### src/rtl/rst_src_pkg.sv
package rst_src_pkg;
  typedef enum logic [1:0] {CAUSE_POR, CAUSE_PIN, CAUSE_MON, CAUSE_SW} cause_e;
  typedef enum logic [1:0] {SEQ_RUN, SEQ_HOLD, SEQ_STRETCH} seq_e;
  localparam int unsigned REG_W = 8;
  // flag vector order {por, sw, mon, pin}
  localparam int unsigned FLAG_W = 4;

  function automatic logic [FLAG_W-1:0] cause_flag(cause_e c);
    logic [FLAG_W-1:0] f;
    f = '0;
    case (c)
      CAUSE_PIN: f[0] = 1'b1;
      CAUSE_MON: f[1] = 1'b1;
      CAUSE_SW:  f[2] = 1'b1;
      default:   f[3] = 1'b1;
    endcase
    return f;
  endfunction
endpackage

### src/rtl/rst_sync2.sv
module rst_sync2 #(
  parameter int unsigned W = 1,
  parameter logic [W-1:0] RST_VAL = '0
) (
  input  logic         clk_i,
  input  logic         rst_ni,
  input  logic [W-1:0] d_i,
  output logic [W-1:0] q_o
);
  logic [W-1:0] s1_q, s2_q;

  always_ff @(posedge clk_i or negedge rst_ni) begin
    if (!rst_ni) begin
      s1_q <= RST_VAL;
      s2_q <= RST_VAL;
    end else begin
      s1_q <= d_i;
      s2_q <= s1_q;
    end
  end

  assign q_o = s2_q;
endmodule

### src/rtl/vmon_settle.sv
module vmon_settle #(
  parameter int unsigned SETTLE_CYC = 8
) (
  input  logic clk_i,
  input  logic rst_ni,
  input  logic en_i,
  input  logic cmp_i,
  output logic ok_o
);
  localparam int unsigned CW = $clog2(SETTLE_CYC + 1);
  localparam logic [CW-1:0] LAST = CW'(SETTLE_CYC);

  logic [CW-1:0] cnt_q;

  always_ff @(posedge clk_i or negedge rst_ni) begin
    if (!rst_ni)           cnt_q <= '0;
    else if (!en_i)        cnt_q <= '0;
    else if (cnt_q != LAST) cnt_q <= cnt_q + 1'b1;
  end

  // comparator output is forced low until settled
  assign ok_o = en_i && (cnt_q == LAST) && cmp_i;
endmodule

### src/rtl/rst_seq.sv
module rst_seq
  import rst_src_pkg::*;
#(
  parameter int unsigned STRETCH_CYC = 16
) (
  input  logic              clk_i,
  input  logic              rst_ni,
  input  logic              pin_act_i,
  input  logic              mon_req_i,
  input  logic              sw_req_i,
  output logic              sys_rst_o,
  output logic [FLAG_W-1:0] flags_o
);
  localparam int unsigned CW = (STRETCH_CYC > 1) ? $clog2(STRETCH_CYC) : 1;
  localparam logic [CW-1:0] LAST = CW'(STRETCH_CYC - 1);

  seq_e              state_q;
  cause_e            cause_q;
  logic [CW-1:0]     cnt_q;
  logic [FLAG_W-1:0] flags_q;

  always_ff @(posedge clk_i or negedge rst_ni) begin
    if (!rst_ni) begin
      state_q <= SEQ_STRETCH;
      cause_q <= CAUSE_POR;
      cnt_q   <= '0;
      flags_q <= '0;
    end else begin
      case (state_q)
        SEQ_RUN: begin
          cnt_q <= '0;
          if (pin_act_i) begin
            state_q <= SEQ_HOLD;
            cause_q <= CAUSE_PIN;
          end else if (mon_req_i) begin
            state_q <= SEQ_HOLD;
            cause_q <= CAUSE_MON;
          end else if (sw_req_i) begin
            state_q <= SEQ_STRETCH;
            cause_q <= CAUSE_SW;
          end
        end
        SEQ_HOLD: begin
          cnt_q <= '0;
          if (cause_q == CAUSE_PIN) begin
            if (!pin_act_i) state_q <= SEQ_STRETCH;
          end else if (pin_act_i) begin
            cause_q <= CAUSE_PIN;
          end else if (!mon_req_i) begin
            state_q <= SEQ_RUN;          // no stretch after monitor reset
            flags_q <= cause_flag(cause_q);
          end
        end
        default: begin
          if (pin_act_i) begin
            state_q <= SEQ_HOLD;
            cause_q <= CAUSE_PIN;
            cnt_q   <= '0;
          end else if (cnt_q == LAST) begin
            state_q <= SEQ_RUN;
            flags_q <= cause_flag(cause_q);
          end else begin
            cnt_q <= cnt_q + 1'b1;
          end
        end
      endcase
    end
  end

  assign sys_rst_o = (state_q != SEQ_RUN);
  assign flags_o   = flags_q;
endmodule

### src/rtl/rst_src_ctrl.sv
module rst_src_ctrl
  import rst_src_pkg::*;
#(
  parameter int unsigned STRETCH_CYC = 16,
  parameter int unsigned SETTLE_CYC  = 8
) (
  input  logic             clk_i,
  input  logic             rst_ni,
  input  logic             ext_rst_ni,
  input  logic             vmon_cmp_i,
  input  logic             sw_rst_i,
  input  logic             reg_we_i,
  input  logic             reg_sel_i,
  input  logic [REG_W-1:0] reg_wdata_i,
  output logic [REG_W-1:0] reg_rdata_o,
  output logic             sys_rst_o
);
  localparam int unsigned EN_BIT  = 7;
  localparam int unsigned ST_BIT  = 6;
  localparam int unsigned SEL_BIT = 1;

  logic              pin_s, cmp_s;
  logic              mon_en_q, mon_sel_q;
  logic              mon_ok, mon_req, wr_ok;
  logic [FLAG_W-1:0] flags;
  logic              unused_wdata;

  rst_sync2 #(.W(2), .RST_VAL(2'b01)) u_sync (
    .clk_i (clk_i),
    .rst_ni(rst_ni),
    .d_i   ({vmon_cmp_i, ext_rst_ni}),
    .q_o   ({cmp_s, pin_s})
  );

  vmon_settle #(.SETTLE_CYC(SETTLE_CYC)) u_settle (
    .clk_i (clk_i),
    .rst_ni(rst_ni),
    .en_i  (mon_en_q),
    .cmp_i (cmp_s),
    .ok_o  (mon_ok)
  );

  assign mon_req = mon_en_q && mon_sel_q && !mon_ok;

  rst_seq #(.STRETCH_CYC(STRETCH_CYC)) u_seq (
    .clk_i    (clk_i),
    .rst_ni   (rst_ni),
    .pin_act_i(!pin_s),
    .mon_req_i(mon_req),
    .sw_req_i (sw_rst_i),
    .sys_rst_o(sys_rst_o),
    .flags_o  (flags)
  );

  assign wr_ok = reg_we_i && !sys_rst_o;

  // enable and select are cleared by power-on only
  always_ff @(posedge clk_i or negedge rst_ni) begin
    if (!rst_ni) begin
      mon_en_q  <= 1'b0;
      mon_sel_q <= 1'b0;
    end else if (wr_ok) begin
      if (!reg_sel_i) mon_en_q  <= reg_wdata_i[EN_BIT];
      else            mon_sel_q <= reg_wdata_i[SEL_BIT];
    end
  end

  always_comb begin
    reg_rdata_o = '0;
    if (!reg_sel_i) begin
      reg_rdata_o[EN_BIT] = mon_en_q;
      reg_rdata_o[ST_BIT] = mon_ok;
    end else begin
      reg_rdata_o[0]       = flags[0];
      reg_rdata_o[SEL_BIT] = mon_sel_q;
      reg_rdata_o[4:2]     = flags[3:1];
    end
  end

  assign unused_wdata = ^{reg_wdata_i[6:2], reg_wdata_i[0]};
endmodule

### config.mk
export PLATFORM = sky130hd
export DESIGN_NAME = rst_src_ctrl
export DESIGN_NICKNAME = d
export VERILOG_FILES = /design/src/rtl/rst_src_pkg.sv /design/src/rtl/rst_sync2.sv /design/src/rtl/vmon_settle.sv /design/src/rtl/rst_seq.sv /design/src/rtl/rst_src_ctrl.sv
export SDC_FILE = /design/constraint.sdc
export NUM_CORES = 1
export LEC_CHECK = 0
export BUFFER_PORTS_ARGS = -buffer_cell sky130_fd_sc_hd__buf_4
export CAP_MARGIN = 10
export CORE_MARGIN = 2
export CORE_UTILIZATION = 47
export CTS_CLUSTER_SIZE = 8
export DETAILED_ROUTE_END_ITERATION = 16
export PLACE_DENSITY = 0.73
export SETUP_SLACK_MARGIN = 0.2
export SYNTH_ARGS = -nofsm -noshare
export SYNTH_HDL_FRONTEND = slang
export SYNTH_SLANG_ARGS = --single-unit
### constraint.sdc
create_clock -name clk_i -period 1.8 [get_ports clk_i]
set_clock_uncertainty 0.1 [all_clocks]
set_input_delay 0.27 -clock clk_i [delete_from_list [all_inputs] [get_ports clk_i]]
set_output_delay 0.27 -clock clk_i [all_outputs]
set_load 0.05 [all_outputs]
==> metrics.csv <==
metric,value,unit
status,finished with violations,
violations,setup timing,
cts_max_path_buffers,2,
crit_buf_inv,2,
finalSetupViolCount,1,
worstHoldEndpoint,mon_sel_q,
critPathKind,reg2out,
yosysSeqAreaShare,0.5006,
hp-class,in2reg,
finalPower,1.851,mW
dr.pass1.iters,4,
syn_inst,105,
viasPerCell,5.343,
cts_buffers,3,
period_share,1.001,
placed_area,0.001299,mm2
use_met3,0.04286,
netlist.area_leader.share,0.4294,
grt_util_met2,0.3250,
fillers,172,
netlist.top_cell.by_area,dfrtp_1,
r2r-end,u_seq.flags_o[2],
max-cap-violations,0,
drtIter0Drc,5,
grtUsageTotal,0.1933,
worst_slack,-0.002119,ns
ys_top_cells_by_area,"dfrtp_1 (43%), dfstp_2 (7.1%), and2_1 (4.0%), ha_1 (3.4%), nor2_1 (3.4%)",
slew_violations,0,
async_reset_ff_frac,1.000,
fp.dieH,52.54,um
overflow,0,
crit_chain,inv_2 > ha_4 > nand2_4 > nor2_4 > and3_4 > buf_8,
p_leak,0.7146,nW
ir_worst_vdd,826.8,uV
hold_path_startpoint,reg_wdata_i[1],
grt_pass1_wl,3939,um
core,0.002212,mm2
finalHoldViolCount,0,
portBuffers,16,
grt_pass1_vias,880,
ios,24,
start_kind,flip-flop,
max_freq,554.9,MHz
stdcell_area,0.001528,mm2
use_met1,0.2610,
drive_gt1_frac,0.4043,
vias,903,
synth.avg_cell_area,10.55,um2
gp_congestion,0.8242,
dieArea,0.002760,mm2
ys.flop_type,dfrtp_1,
holdPathStages,2,
cpLargestDelayFamily,flip-flops,
area_growth,37.97,%
finalSetupTns,-0.002119,ns
crit_arrival,1.43,ns
htree_levels,1,
required,1.43,ns
crit_slowest_cell,dfrtp_1,
rows,17,
synth_area,0.001107,mm2
rsz0062_at_grt,true,
post-route-drc-count,0,
postRouteWirelength,2426,um
cts_sinks,22,
rr_startpoint,u_settle.cnt_q[1],
n_antenna_cell,0,
cts_tree,built,
nNetsFinal,160,
antenna_found_initial,0,
grt_max_degree,23,
crit_path_end_kind,output port,
fp.dieW,52.54,um
cts-root-buf,clkbuf_4,
grt.busiest_layer,met2,
p_per_area,1212,mW/mm2
ff2ff_path_depth,8,
clkLatencyLatePin,0.31,ns
start_util,0.5006,
clk_pin_slew,0.13,ns
yosysWarnings,0,
max_stage_delay,0.41,ns
ys_seq_elements,22,
wl_per_cell,14.36,um
synth.net_count,123,
synth_cell_types,35,
cp_max_fo,2,
detailedPlace.worstSlack,0.07403,ns
reg2reg_setup_slack,0.08,ns
synth_edf_count,0,
ant_nets,0,
finalCriticalPeriod,1.802,ns
hpwl,1519,um
final_util,0.6906,
## sequential cells by signal (all words and copies together) (netlist names)
name / count
u_seq.state_q: 2
u_seq.flags_o: 4
mon_en_q: 1
mon_sel_q: 1
u_seq.cnt_q: 4
u_sync.q_o: 2
u_settle.cnt_q: 4
u_sync.s1_q: 2
u_seq.cause_q: 2
## cells in the final DEF, fill, tap and decap left out, types with 2 or more instances in the layout
| master | Yosys | final |
|---|---|---|
| dlygate4sd3_1 | 0 | 3 |
| dfstp_2 | 3 | 3 |
| a21oi_1 | 3 | 3 |
| clkbuf_4 | 0 | 3 |
| nand2_1 | 7 | 6 |
| nor2_1 | 10 | 8 |
| mux2_2 | 2 | 2 |
| and3_4 | 0 | 2 |
| buf_6 | 0 | 3 |
| ha_1 | 3 | 2 |
| nor2b_1 | 4 | 3 |
| nand3_1 | 6 | 4 |
| inv_1 | 7 | 5 |
| nand3_2 | 0 | 2 |
| nor3_1 | 2 | 2 |
| nor2_4 | 0 | 2 |
| xnor2_1 | 3 | 3 |
| a211o_1 | 2 | 2 |
| o21ai_0 | 3 | 2 |
| dfrtp_2 | 0 | 2 |
| buf_4 | 1 | 25 |
| dfrtp_1 | 19 | 17 |
| and3_1 | 3 | 2 |
| inv_2 | 0 | 2 |
| and2_1 | 7 | 7 |
| mux2i_1 | 2 | 2 |
## cell type report
cell class	instances	area [um2]	share of cell area
sequential	22	556.8	0.3645
timing repair buffer	33	286.5	0.1876
multi-input combinational	75	586.8	0.3841
clock buffer	4	36.28	0.02375
tap	28	35.03	0.02293
inverter	7	26.28	0.01720
## power by group
| group | internal [mW] | switching (mW) |
|---|---|---|
| Combinational | 0.428 | 0.415 |
| Clock | 0.123 | 0.146 |
| Sequential | 0.603 | 0.136 |
## routing by layer
metal  share of wire  wire [um]  vias to the layer above
met5               0          0                        -
met4          0.0049         12                        0
met3           0.030         73                        2
met2            0.51       1237                       19
met1            0.45       1102                      443
li1                -          -                      439
## Yosys cell counts, drive strengths merged (2+ instances only)
cell   count
nor3       2
dfstp      3
o21ai      4
nand3      6
mux2i      2
a21oi      3
dfrtp     19
inv        7
and2       7
nand2      7
mux2       2
and3       4
a31oi      2
nor2b      4
a211o      2
ha         3
nor2      10
xnor2      3
## kinds of logic after synthesis
family / after synthesis / synth area share
buffers and inverters: 8 / 0.03052
adders and majority gates: 3 / 0.03390
muxes: 4 / 0.03842
xor gates and xnor gates: 3 / 0.02373
other: 1 / 0.003387
AOI/OAI and AO/OA: 20 / 0.1503
DFF: 22 / 0.5006
and+or+nand+nor: 44 / 0.2192
## metrics by stage
step	hold slack [ns]	std cells
finish	0.07992	169
global placement	0.07032	151
floorplan	-0.1256	105
detailed placement	0.07382	151
CTS	0.07855	167
global route	0.07742	169
## worst register-to-register path, cell delays in order (launching register included)
cell      delay (ns)
dfrtp_1         0.38
inv_2           0.05
ha_4            0.17
buf_12          0.12
nand4b_4        0.10
a311oi_4        0.10
buf_4           0.16
o2111a_1        0.22
a211o_1         0.22
## how the worst max path moves through the flow
stage,from,to,depth (start not counted)
finish,u_settle.cnt_q[0],reg_rdata_o[6],6
global route,u_settle.cnt_q[1],reg_rdata_o[6],6
CTS,u_settle.cnt_q[0],reg_rdata_o[6],6
detailed placement,u_settle.cnt_q[1],u_seq.flags_o[2],6
global placement,u_settle.cnt_q[1],u_seq.flags_o[2],6
floorplan,u_settle.cnt_q[0],u_seq.flags_o[2],6
## repair_timing
| item | CTS | global route |
|---|---|---|
| buffers inserted | 9 | 2 |
| gates resized for setup | 9 | 10 |
| endpoints found under the setup margin | 6 | 8 |
| hold buffers | 3 | 0 |
| hold endpoints to repair | 24 | 0 |
| pin swaps | 7 | 9 |
(Power assumes the default switching activity.)
